### config.mk
export PLATFORM = sky130hd
export DESIGN_NAME = axil_regbus_bridge
export DESIGN_NICKNAME = d
export VERILOG_FILES = /design/src/rtl/axil_regbus_pkg.sv /design/src/rtl/axil_rb_timer.sv /design/src/rtl/axil_rb_capture.sv /design/src/rtl/axil_regbus_bridge.sv
export SDC_FILE = /design/constraint.sdc
export NUM_CORES = 1
export LEC_CHECK = 0
export ABC_AREA = 1
export ABC_CLOCK_PERIOD_IN_PS = 2900
export BUFFER_PORTS_ARGS = -buffer_cell sky130_fd_sc_hd__buf_2
export CAP_MARGIN = 10
export CORE_MARGIN = 2
export CORE_UTILIZATION = 43
export CTS_BUF_LIST = sky130_fd_sc_hd__clkbuf_2
export DETAILED_ROUTE_END_ITERATION = 12
export GPL_TIMING_DRIVEN = 0
export PLACE_DENSITY = 0.77
export SLEW_MARGIN = 30
export SYNTH_ARGS = -nofsm -noshare
export SYNTH_HDL_FRONTEND = slang
export SYNTH_SLANG_ARGS = --single-unit
### constraint.sdc
create_clock -name clk -period 2.9 [get_ports clk]
set_input_delay 0.58 -clock clk [delete_from_list [all_inputs] [get_ports clk]]
set_output_delay 0.58 -clock clk [all_outputs]
set_load 0.05 [all_outputs]
### src/rtl/axil_regbus_pkg.sv
package axil_regbus_pkg;

  typedef enum logic [2:0] {
    ST_IDLE,
    ST_WDATA,
    ST_WSTRB,
    ST_WRESP,
    ST_RSTRB,
    ST_RWAIT,
    ST_RRESP
  } br_state_t;

  localparam logic [1:0] RESP_OKAY   = 2'b00;
  localparam logic [1:0] RESP_SLVERR = 2'b10;

endpackage

### src/rtl/axil_rb_timer.sv
module axil_rb_timer #(
  parameter int TIMEOUT = 100
) (
  input  logic clk,
  input  logic rst,
  input  logic start,
  input  logic run,
  output logic expired
);

  localparam int CW = $clog2(TIMEOUT + 1);
  localparam logic [CW-1:0] LIMIT = CW'(TIMEOUT);

  logic [CW-1:0] cnt_q;

  // cycles elapsed since the strobe cycle; the strobe cycle counts as 0
  always_ff @(posedge clk) begin
    if (rst) begin
      cnt_q <= '0;
    end else if (start) begin
      cnt_q <= CW'(1);
    end else if (run && !expired) begin
      cnt_q <= cnt_q + CW'(1);
    end
  end

  assign expired = run && (cnt_q == LIMIT);

endmodule

### src/rtl/axil_rb_capture.sv
module axil_rb_capture #(
  parameter int AW = 8,
  parameter int DW = 32
) (
  input  logic            clk,
  input  logic            rst,
  input  logic            ld_addr,
  input  logic [AW-1:0]   addr_in,
  input  logic            ld_data,
  input  logic [DW-1:0]   data_in,
  input  logic [DW/8-1:0] strb_in,
  output logic [AW-1:0]   addr_o,
  output logic [DW-1:0]   data_o,
  output logic [DW/8-1:0] strb_o
);

  localparam int SW  = DW / 8;
  localparam int LSB = $clog2(SW);
  localparam logic [AW-1:0] LOW_MASK = AW'((1 << LSB) - 1);

  logic [AW-1:0] addr_q;
  logic [DW-1:0] data_q;
  logic [SW-1:0] strb_q;

  always_ff @(posedge clk) begin
    if (rst) begin
      addr_q <= '0;
    end else if (ld_addr) begin
      addr_q <= addr_in;
    end
  end

  always_ff @(posedge clk) begin
    if (rst) begin
      data_q <= '0;
      strb_q <= '0;
    end else if (ld_data) begin
      data_q <= data_in;
      strb_q <= strb_in;
    end
  end

  assign addr_o = addr_q & ~LOW_MASK;
  assign data_o = data_q;
  assign strb_o = strb_q;

endmodule

### src/rtl/axil_regbus_bridge.sv
module axil_regbus_bridge
  import axil_regbus_pkg::*;
#(
  parameter int AW      = 8,
  parameter int DW      = 32,
  parameter int TIMEOUT = 100
) (
  input  logic            clk,
  input  logic            rst,
  input  logic [AW-1:0]   s_awaddr,
  input  logic            s_awvalid,
  output logic            s_awready,
  input  logic [DW-1:0]   s_wdata,
  input  logic [DW/8-1:0] s_wstrb,
  input  logic            s_wvalid,
  output logic            s_wready,
  output logic [1:0]      s_bresp,
  output logic            s_bvalid,
  input  logic            s_bready,
  input  logic [AW-1:0]   s_araddr,
  input  logic            s_arvalid,
  output logic            s_arready,
  output logic [DW-1:0]   s_rdata,
  output logic [1:0]      s_rresp,
  output logic            s_rvalid,
  input  logic            s_rready,
  output logic [AW-1:0]   rb_addr,
  output logic            rb_wr,
  output logic [DW/8-1:0] rb_be,
  output logic [DW-1:0]   rb_wdata,
  output logic            rb_rd,
  input  logic [DW-1:0]   rb_rdata,
  input  logic            rb_rdvalid
);

  br_state_t st_q, st_d;

  logic ar_hs, aw_hs, w_hs;
  logic tmo_expired;
  logic rd_window;
  logic [DW-1:0] rdata_q;
  logic [1:0]    rresp_q;

  assign s_arready = (st_q == ST_IDLE);
  assign s_awready = (st_q == ST_IDLE) && !s_arvalid;
  assign s_wready  = (st_q == ST_WDATA);
  assign s_bvalid  = (st_q == ST_WRESP);
  assign s_rvalid  = (st_q == ST_RRESP);
  assign s_bresp   = RESP_OKAY;
  assign s_rdata   = rdata_q;
  assign s_rresp   = rresp_q;
  assign rb_wr     = (st_q == ST_WSTRB);
  assign rb_rd     = (st_q == ST_RSTRB);

  assign ar_hs     = s_arvalid && s_arready;
  assign aw_hs     = s_awvalid && s_awready;
  assign w_hs      = s_wvalid && s_wready;
  assign rd_window = (st_q == ST_RSTRB) || (st_q == ST_RWAIT);

  always_comb begin
    st_d = st_q;
    unique case (st_q)
      ST_IDLE:  if (s_arvalid) st_d = ST_RSTRB;
                else if (s_awvalid) st_d = ST_WDATA;
      ST_WDATA: if (s_wvalid) st_d = ST_WSTRB;
      ST_WSTRB: st_d = ST_WRESP;
      ST_WRESP: if (s_bready) st_d = ST_IDLE;
      ST_RSTRB: st_d = rb_rdvalid ? ST_RRESP : ST_RWAIT;
      ST_RWAIT: if (rb_rdvalid || tmo_expired) st_d = ST_RRESP;
      ST_RRESP: if (s_rready) st_d = ST_IDLE;
      default:  st_d = ST_IDLE;
    endcase
  end

  always_ff @(posedge clk) begin
    if (rst) begin
      st_q <= ST_IDLE;
    end else begin
      st_q <= st_d;
    end
  end

  // read result: bank data wins over a timeout in the same cycle
  always_ff @(posedge clk) begin
    if (rst) begin
      rdata_q <= '0;
      rresp_q <= RESP_OKAY;
    end else if (rd_window && rb_rdvalid) begin
      rdata_q <= rb_rdata;
      rresp_q <= RESP_OKAY;
    end else if (tmo_expired) begin
      rdata_q <= '0;
      rresp_q <= RESP_SLVERR;
    end
  end

  axil_rb_timer #(.TIMEOUT(TIMEOUT)) u_timer (
    .clk     (clk),
    .rst     (rst),
    .start   (st_q == ST_RSTRB),
    .run     (st_q == ST_RWAIT),
    .expired (tmo_expired)
  );

  axil_rb_capture #(.AW(AW), .DW(DW)) u_capture (
    .clk     (clk),
    .rst     (rst),
    .ld_addr (ar_hs || aw_hs),
    .addr_in (ar_hs ? s_araddr : s_awaddr),
    .ld_data (w_hs),
    .data_in (s_wdata),
    .strb_in (s_wstrb),
    .addr_o  (rb_addr),
    .data_o  (rb_wdata),
    .strb_o  (rb_be)
  );

endmodule

# Word-level counts from Yosys, hierarchy flattened
# Cells that the tools add are included.
dict set report word_totals {
  regBits 87
  in_bits 92
}
dict set report op_classes {
  mux 13
  addsub 1
  n_eq_ne 12
  reduce_logical 18
}
# operator n
set ops {}
lappend ops {{32-bit two-way mux} 2}
lappend ops {{3-bit case mux with 7 select lines} 1}
lappend ops {{3-bit two-way mux} 6}
lappend ops {{3-bit equality test, second input constant} 3}
lappend ops {{8-bit two-way mux} 1}
lappend ops {{7-bit by 1-bit adder with 7-bit output, second input constant} 1}
lappend ops {{7-bit equality test, second input constant} 1}
lappend ops {{1-bit logical AND} 7}
lappend ops {{3-bit by 2-bit equality test with 1-bit output, second input constant} 2}
lappend ops {{5-bit AND reduction} 1}
lappend ops {{2-bit by 1-bit != test with 1-bit output, second input constant} 2}
lappend ops {{2-bit != test, second input constant} 2}
lappend ops {{2-bit nonzero test} 2}
lappend ops {{2-bit OR reduction} 2}
lappend ops {{3-bit by 1-bit equality test with 1-bit output, second input constant} 1}
lappend ops {{3-bit zero test} 1}
lappend ops {{1-bit logical OR} 3}
lappend ops {{3-bit != test, second input constant} 1}
lappend ops {{1-bit zero test} 2}
lappend ops {{1-bit two-way mux} 2}
lappend ops {{2-bit two-way mux} 1}

# Depth between registers and ports, before layout
# Gate-level depths: netlist of run 1.
dict set report depth {
  ltp_word 6
  depth_mapped 10
  mapped_depth_nobuf 10
}

# Cells and area by module
# Synthesis of run 1 repeated with hierarchy kept, for this count alone.
dict set report unflattened {
  cells_unflattened 573
  hier_area_um2 3892.5
}
# module cells_per_inst seq_area_each_um2 instances area_per_inst_um2
set modules_own_cells {}
lappend modules_own_cells {axil_rb_capture 269 840.8 1 1804.2}
lappend modules_own_cells {axil_regbus_bridge 237 720.7 1 1651.6}
lappend modules_own_cells {axil_rb_timer 67 140.1 1 436.7}

# Worst setup path after synthesis of run 1
# OpenSTA, ideal clock, no wires.
dict set report synth_timing {
  path_type {register to output}
  startpoint {reg st_q[2]}
  endpoint {out s_rvalid}
  required_ps 2320
  arrival_ps 1592
  path_stages_with_launch 3
  setup_slack_ps 728
  n_path_buf 0
  cell_sequence {dfxtp_1 inv_2 nor3_1}
}
dict set report synth_between {
  elab_chain_len 1
}
# element line
set synth_lines {}
lappend synth_lines {{start, declared} axil_regbus_bridge.sv:36} ;# br_state_t st_q, st_d;
lappend synth_lines {{start signal, assigned} axil_regbus_bridge.sv:79} ;# st_q <= st_d;
lappend synth_lines {{3-bit equality test} axil_regbus_bridge.sv:48} ;# assign s_rvalid = (st_q == ST_RRESP);
lappend synth_lines {{end, declared} axil_regbus_bridge.sv:25} ;# output logic s_rvalid,
# No other way between the ends.

# Worst setup path in the final report of run 1
dict set report layout_timing {
  startpoint {reg st_q[0]}
  endpoint {out s_awready}
}
dict set report layout_between {
  elab_chain_len 2
}
# element line
set layout_lines {}
lappend layout_lines {{3-bit zero test} axil_regbus_bridge.sv:45} ;# assign s_awready = (st_q == ST_IDLE) && !s_arvalid;
lappend layout_lines {{1-bit logical AND} axil_regbus_bridge.sv:45}
lappend layout_lines {{end, declared} axil_regbus_bridge.sv:12} ;# output logic s_awready,
# No other way between the ends.

==> results.toml, run 1 <==
[timing]
worst_pin_slew_ps = 515.8
clock_skew_ps = 22.77
finalMaxSlewViolations = 0
period_minus_slack_ps = 2257
fin_crit_sh_pct = 77.82
fmax_ghz = 0.4431
grt_setup_unrepaired = "false"
fin_tns_setup_ps = 0
setup_viol = 0
relSlewSlack_pct = 65.61
hold_viol = 0

[logic_synthesis]
yosysWarnings = 0
yosysSeqAreaShare_pct = 50.07
syn_area_mm2 = 0.003398
syn_inst = 459
ys_types = 24
syn-mean-instance-area_um2 = 7.404
yosys_register_bits = 85

[routing]
drt_wl_total_mm = 8.654
antenna_left = 0
route.met2.wl_mm = 3.933
met3WireLength_um = 776
drt-met1-wl_mm = 3.799
vias = 3485
viasPerCell = 4.653
wl_per_cell_um = 11.55
drt_iter0_drc = 113
drtPass1Iterations = 4
route.detailed.drc = 0
top_layer_used = "met4"

[floorplan]
fp.dieH_um = 92.90
rows = 32
die_width_um = 92.90
coreArea_mm2 = 0.007687
io_pins = 179
start_util_pct = 44.21
dieArea_mm2 = 0.008630

[worst_setup_path]
crit_family = "simple AND/OR/NAND/NOR gates"
r2r_setup_slack_ps = 1170
crit_arrival_ps = 1680
crit_path_end_kind = "output port"
worstPathMaxFanout = 5
r2r_start = "u_timer.cnt_q[0]"
rr_endpoint = "s_rdata[13]"
crit_buf_inv = 1
critPathLaunchType = "flip-flop"
cp_slowest_cell = "dfxtp_1"
worstPathRequired_ps = 2320
startpoint = "st_q[0]"
r2r.worst_path.cells = 10
path_class = "reg -> out"
slowest_delay_ps = 410
path_cells = "nor2_2 -> nand2_2 -> nor2_1 -> buf_2"

[clock_tree]
ctsHtreeMaxLevel = 3
cts_resized = 0
clock_latency_ps = 500
cts_buffers = 9
ctsHoldBuffers = 0
cts.sink_count = 85
post_cts_buffers = 0
clock-root-buffer = "clkbuf_2"
clockBufferDepth = 2
cts_tree = "done"
cts.clk_slew.worst_paths_ps = 250

[power]
p_per_area_mw_per_mm2 = 911.5
p_leak_nw = 2.368
worst_ir_drop_vdd_mv = 0.5519
power.total_w = 0.004108

[grt]
gr-total-overflow = 0
grt_pass1_wl_mm = 14.21
grt_antenna_before_repair = 0
grt_pass1_vias = 3267
grt_max_degree = 17
grt_usage_pct = 20.00

[layout]
final_common_cell = "buf_2"
fin_cells = 749
drive_gt1_share_pct = 33.85
final_cell_mix = "buf_2 (175), nand2_1 (98), nor2_1 (85), dfxtp_1 (85), a21oi_1 (39)"
nets = 736
antenna_cells = 0
syn_to_final_growth_pct = 32.62
fin_util_pct = 58.63

[run]
cap_violations = 0

[min_path]
worstHoldStart = "s_wdata[15]"
whs_endpoint = "u_capture.data_o[15]"
hold_class = "in -> reg"
holdPathStages = 3

[placed_design]
dp.cells = 733
routabilityCongestion = 0.8400
io_buffers = 168
hpwl_mm = 6.640

[run_status]
outcome = "complete, no violations"
[synthesized netlist by cell type]
cell	number	share of area [%]
a21oi_2	2	0.52
inv_2	5	0.55
xor2_1	1	0.26
nand3_1	14	2.1
buf_2	7	1.0
o211ai_1	6	1.3
xnor2_1	4	1.0
nand2_2	3	0.55
nand4_1	5	0.92
nor2_1	85	9.4
o21ai_1	28	4.1
dfxtp_1	85	50
nand2_1	98	11
conb_1	1	0.11
clkinv_1	1	0.11
a21oi_1	39	5.7
o21ai_0	12	1.8
buf_4	11	2.4
nor2_2	5	0.92
inv_1	32	3.5
nor3_1	3	0.44
clkbuf_1	8	0.88
nor2_4	2	0.66
ha_1	2	0.74
[tightest hold or removal path: stages]
cell    delay [ps]
buf_2           70
nor2_1          30
nor2_1          80
[cell type report]
type | instances | area (um^2)
fill | 708 | 3181
sequential | 85 | 1702
multi-input combinational | 314 | 1421
timing repair buffer | 168 | 840.8
buffer | 26 | 147.6
inverter | 38 | 142.6
tap | 102 | 127.6
clock inverter | 7 | 80.08
clock buffer | 9 | 45.04
[registers in the layout, indices dropped and copies added, names as in the netlist]
| signal | cells |
|---|---|
| s_rdata | 32 |
| u_capture.data_o | 32 |
| u_timer.cnt_q | 7 |
| u_capture.addr_q | 6 |
| u_capture.strb_o | 4 |
| st_q | 3 |
| s_rresp | 1 |
[stage by stage]
stage                     hold WS, ps  area (um^2)  setup WS [ps]
after floorplan                 471.2         3413          727.9
after global placement          443.6         4382           1059
after detailed placement        455.0         4382           1030
after CTS                       223.8         4507          614.1
after global routing            204.6         4507          487.5
final                           267.6         4507          643.2
[how the worst max path moves through the flow]
stage | to | slack, ps | cells past startpoint
final | s_awready | 640 | 4
after global routing | s_awready | 490 | 4
after CTS | s_awready | 610 | 4
after detailed placement | u_capture.addr_q[5] | 1030 | 5
after global placement | u_capture.addr_q[4] | 1060 | 5
after floorplan | s_rvalid | 730 | 2
[power by group]
part | switching [W] | leakage (nW) | internal, W
sequential | 0.000140 | 0.692 | 0.00139
combinational | 0.00146 | 1.60 | 0.000482
clock | 0.000427 | 0.0752 | 0.000214
total | 0.00202 | 2.37 | 0.00208
[kinds of logic (layout without fill, tap and decap cells)]
group                    after synthesis  after routing  share of synthesized area (%)
flip-flops                            85             85                          50.07
adder cells (fa/ha/maj)                2              2                         0.7363
AND/OR/NAND/NOR                      215            215                          25.77
buffers and inverters                 64            248                          8.542
XOR/XNOR                               5              5                          1.289
other                                  1              5                         0.1104
AO/OA/AOI/OAI                         87             87                          13.48
[layer usage]
layer | global-route usage, % | vias to the layer above
li1 | - | 1806
met1 | 23.86 | 1536
met2 | 33.82 | 130
met3 | 6.103 | 13
met4 | 7.475 | 0
met5 | 0 | -
Power figures use the tool's default switching activity.
==> run 2, diff against run 1 <==
Settings changed: ABC_CLOCK_PERIOD_IN_PS 2900 to 1900, CORE_UTILIZATION 43 to 42, PLACE_DENSITY 0.77 to 0.78.
Clock period 2.9 ns to 1.9 ns, I/O delays scaled along.
==> run 2 against run 1 <==
  * Combinational power is 60% higher
  * Highest routed layer unchanged
  * Sequential share of layout area is 0.43 points lower
  * Critical endpoint is now s_rvalid
  * Largest power group unchanged
  * Clock skew is 8.0 ps higher
==> results.toml, run 2 (same netlist as run 1, synthesis figures left out) <==
[layout]
seqCellArea_mm2 = 0.001710
fin_cells = 749
final_cell_mix = "buf_2 (168), nand2_1 (97), nor2_1 (83)"
final_common_cell = "buf_2"
drive_gt1_share_pct = 34.93
fill_cells = 748
multi_input_area_mm2 = 0.001456
nets = 737
antenna_cells = 0
syn_to_final_growth_pct = 34.83

[clock_tree]
clock_latency_ps = 530
cts.sink_count = 85
ctsHtreeMaxLevel = 3
clock-root-buffer = "clkbuf_2"
clockBufferDepth = 2
cts.clk_slew.worst_paths_ps = 250
post_cts_buffers = 0
cts_buffers = 9
cts_tree = "done"

[routing]
antenna_left = 0
drt_wl_total_mm = 9.001
wl_per_cell_um = 12.02
drtPass1Iterations = 4
route.detailed.drc = 0
vias = 3495
viasPerCell = 4.666
drt_iter0_drc = 63

[worst_setup_path]
r2r_setup_slack_ps = 220
cp_slowest_cell = "dfxtp_4"
crit_path_end_kind = "output port"
critPathLaunchType = "flip-flop"
crit_family = "flip-flops"
worstPathMaxFanout = 7
crit_arrival_ps = 1470
path_class = "reg -> out"
crit_buf_inv = 2
path_cells = "inv_2 -> nor3_2 -> buf_4"
worstPathRequired_ps = 1520
slowest_delay_ps = 440

[timing]
hold_viol = 0
period_minus_slack_ps = 1848
worst_slack_ps = 51.91
setup_viol = 0
fmax_ghz = 0.5411
clock_skew_ps = 30.77
relSlewSlack_pct = 65.61
grt_setup_unrepaired = "true"
worst_pin_slew_ps = 515.8
fin_crit_sh_pct = 97.27
fin_tns_setup_ps = 0
finalMaxSlewViolations = 0

[grt]
grt_antenna_before_repair = 0
grt_pass1_vias = 3269
grt_pass1_wl_mm = 13.97
grt_usage_pct = 19.78
gr-total-overflow = 0
grt_max_degree = 15

[floorplan]
fp.dieH_um = 93.95
dieArea_mm2 = 0.008827
coreArea_mm2 = 0.007767
io_pins = 179
rows = 32
die_width_um = 93.95
start_util_pct = 43.75

[power]
p_leak_nw = 2.377
p_per_area_mw_per_mm2 = 1397
worst_ir_drop_vdd_mv = 0.9034

[placed_design]
hpwl_mm = 6.764
pre_cts_ws_ps = 187.4
routabilityCongestion = 0.8504
io_buffers = 168
dp.cells = 733

[run]
cap_violations = 0

[run_status]
outcome = "complete, no violations"

[min_path]
hold_class = "in -> reg"
[run 2: cell count changes in the layout (fill, tap and decap cells not counted), moves of 2 or more]
cell | previous run | this run
buf_2 | 175 | 168
buf_6 | 0 | 5
dfxtp_1 | 85 | 82
dfxtp_4 | 0 | 2
inv_6 | 3 | 1
nor2_1 | 85 | 83
nor2_4 | 2 | 4
[run 2: what timing repair did]
action                     in CTS  in global routing
gates resized for setup        17                  9
hold buffers                    0                  1
hold endpoints to repair        0                  1
setup endpoints to repair       7                 19
[run 2: per-layer routing]
metal  vias up  global-route usage (%)  part of all wire [%]
li1       1817                       -                     -
met1      1530                   21.62                    43
met2       135                   34.70                    47
met3        13                   7.223                   9.1
met4         0                   7.729                   1.5
met5         -                       0                     0
[run 2: layout make-up]
class,count,share of cell area [%]
Sequential cell,85,37.33
Buffer,26,3.222
Tap cell,102,2.785
Timing Repair Buffer,169,19.36
Inverter,38,3.113
Multi-Input combinational cell,314,31.79
Clock inverter,5,1.311
Clock buffer,10,1.092
[run 2: power breakdown]
group	switching, W	internal, W
Clock	0.000625	0.000307
Sequential	0.000222	0.00213
Combinational	0.00228	0.000830
Total	0.00313	0.00327
[run 2: final timing paths]
kind                           to  cells past startpoint             start
max reg2reg            s_rdata[8]                     10  u_timer.cnt_q[0]
min reg2reg           s_rdata[12]                      2       s_rdata[12]
max                      s_rvalid                      3           st_q[2]
min          u_capture.data_o[25]                      3       s_wdata[25]
[run 2: tightest hold or removal path, stage by stage]
cell and delay (ps):
buf_2 80, nor2_1 40, nor2_1 80
[run 2: metrics by stage]
step	cell area, um^2	utilization [%]	power, W	hold WS, ps
6_report	4582	58.99	0.006401	53.82
5_1_grt	4582	58.99	0.006786	7.785
2_1_floorplan	3418	-	0.004637	471.2
3_3_place_gp	4387	56.48	0.005289	443.4
3_5_place_dp	4387	56.48	0.005341	450.3
4_1_cts	4542	58.47	0.006372	14.36
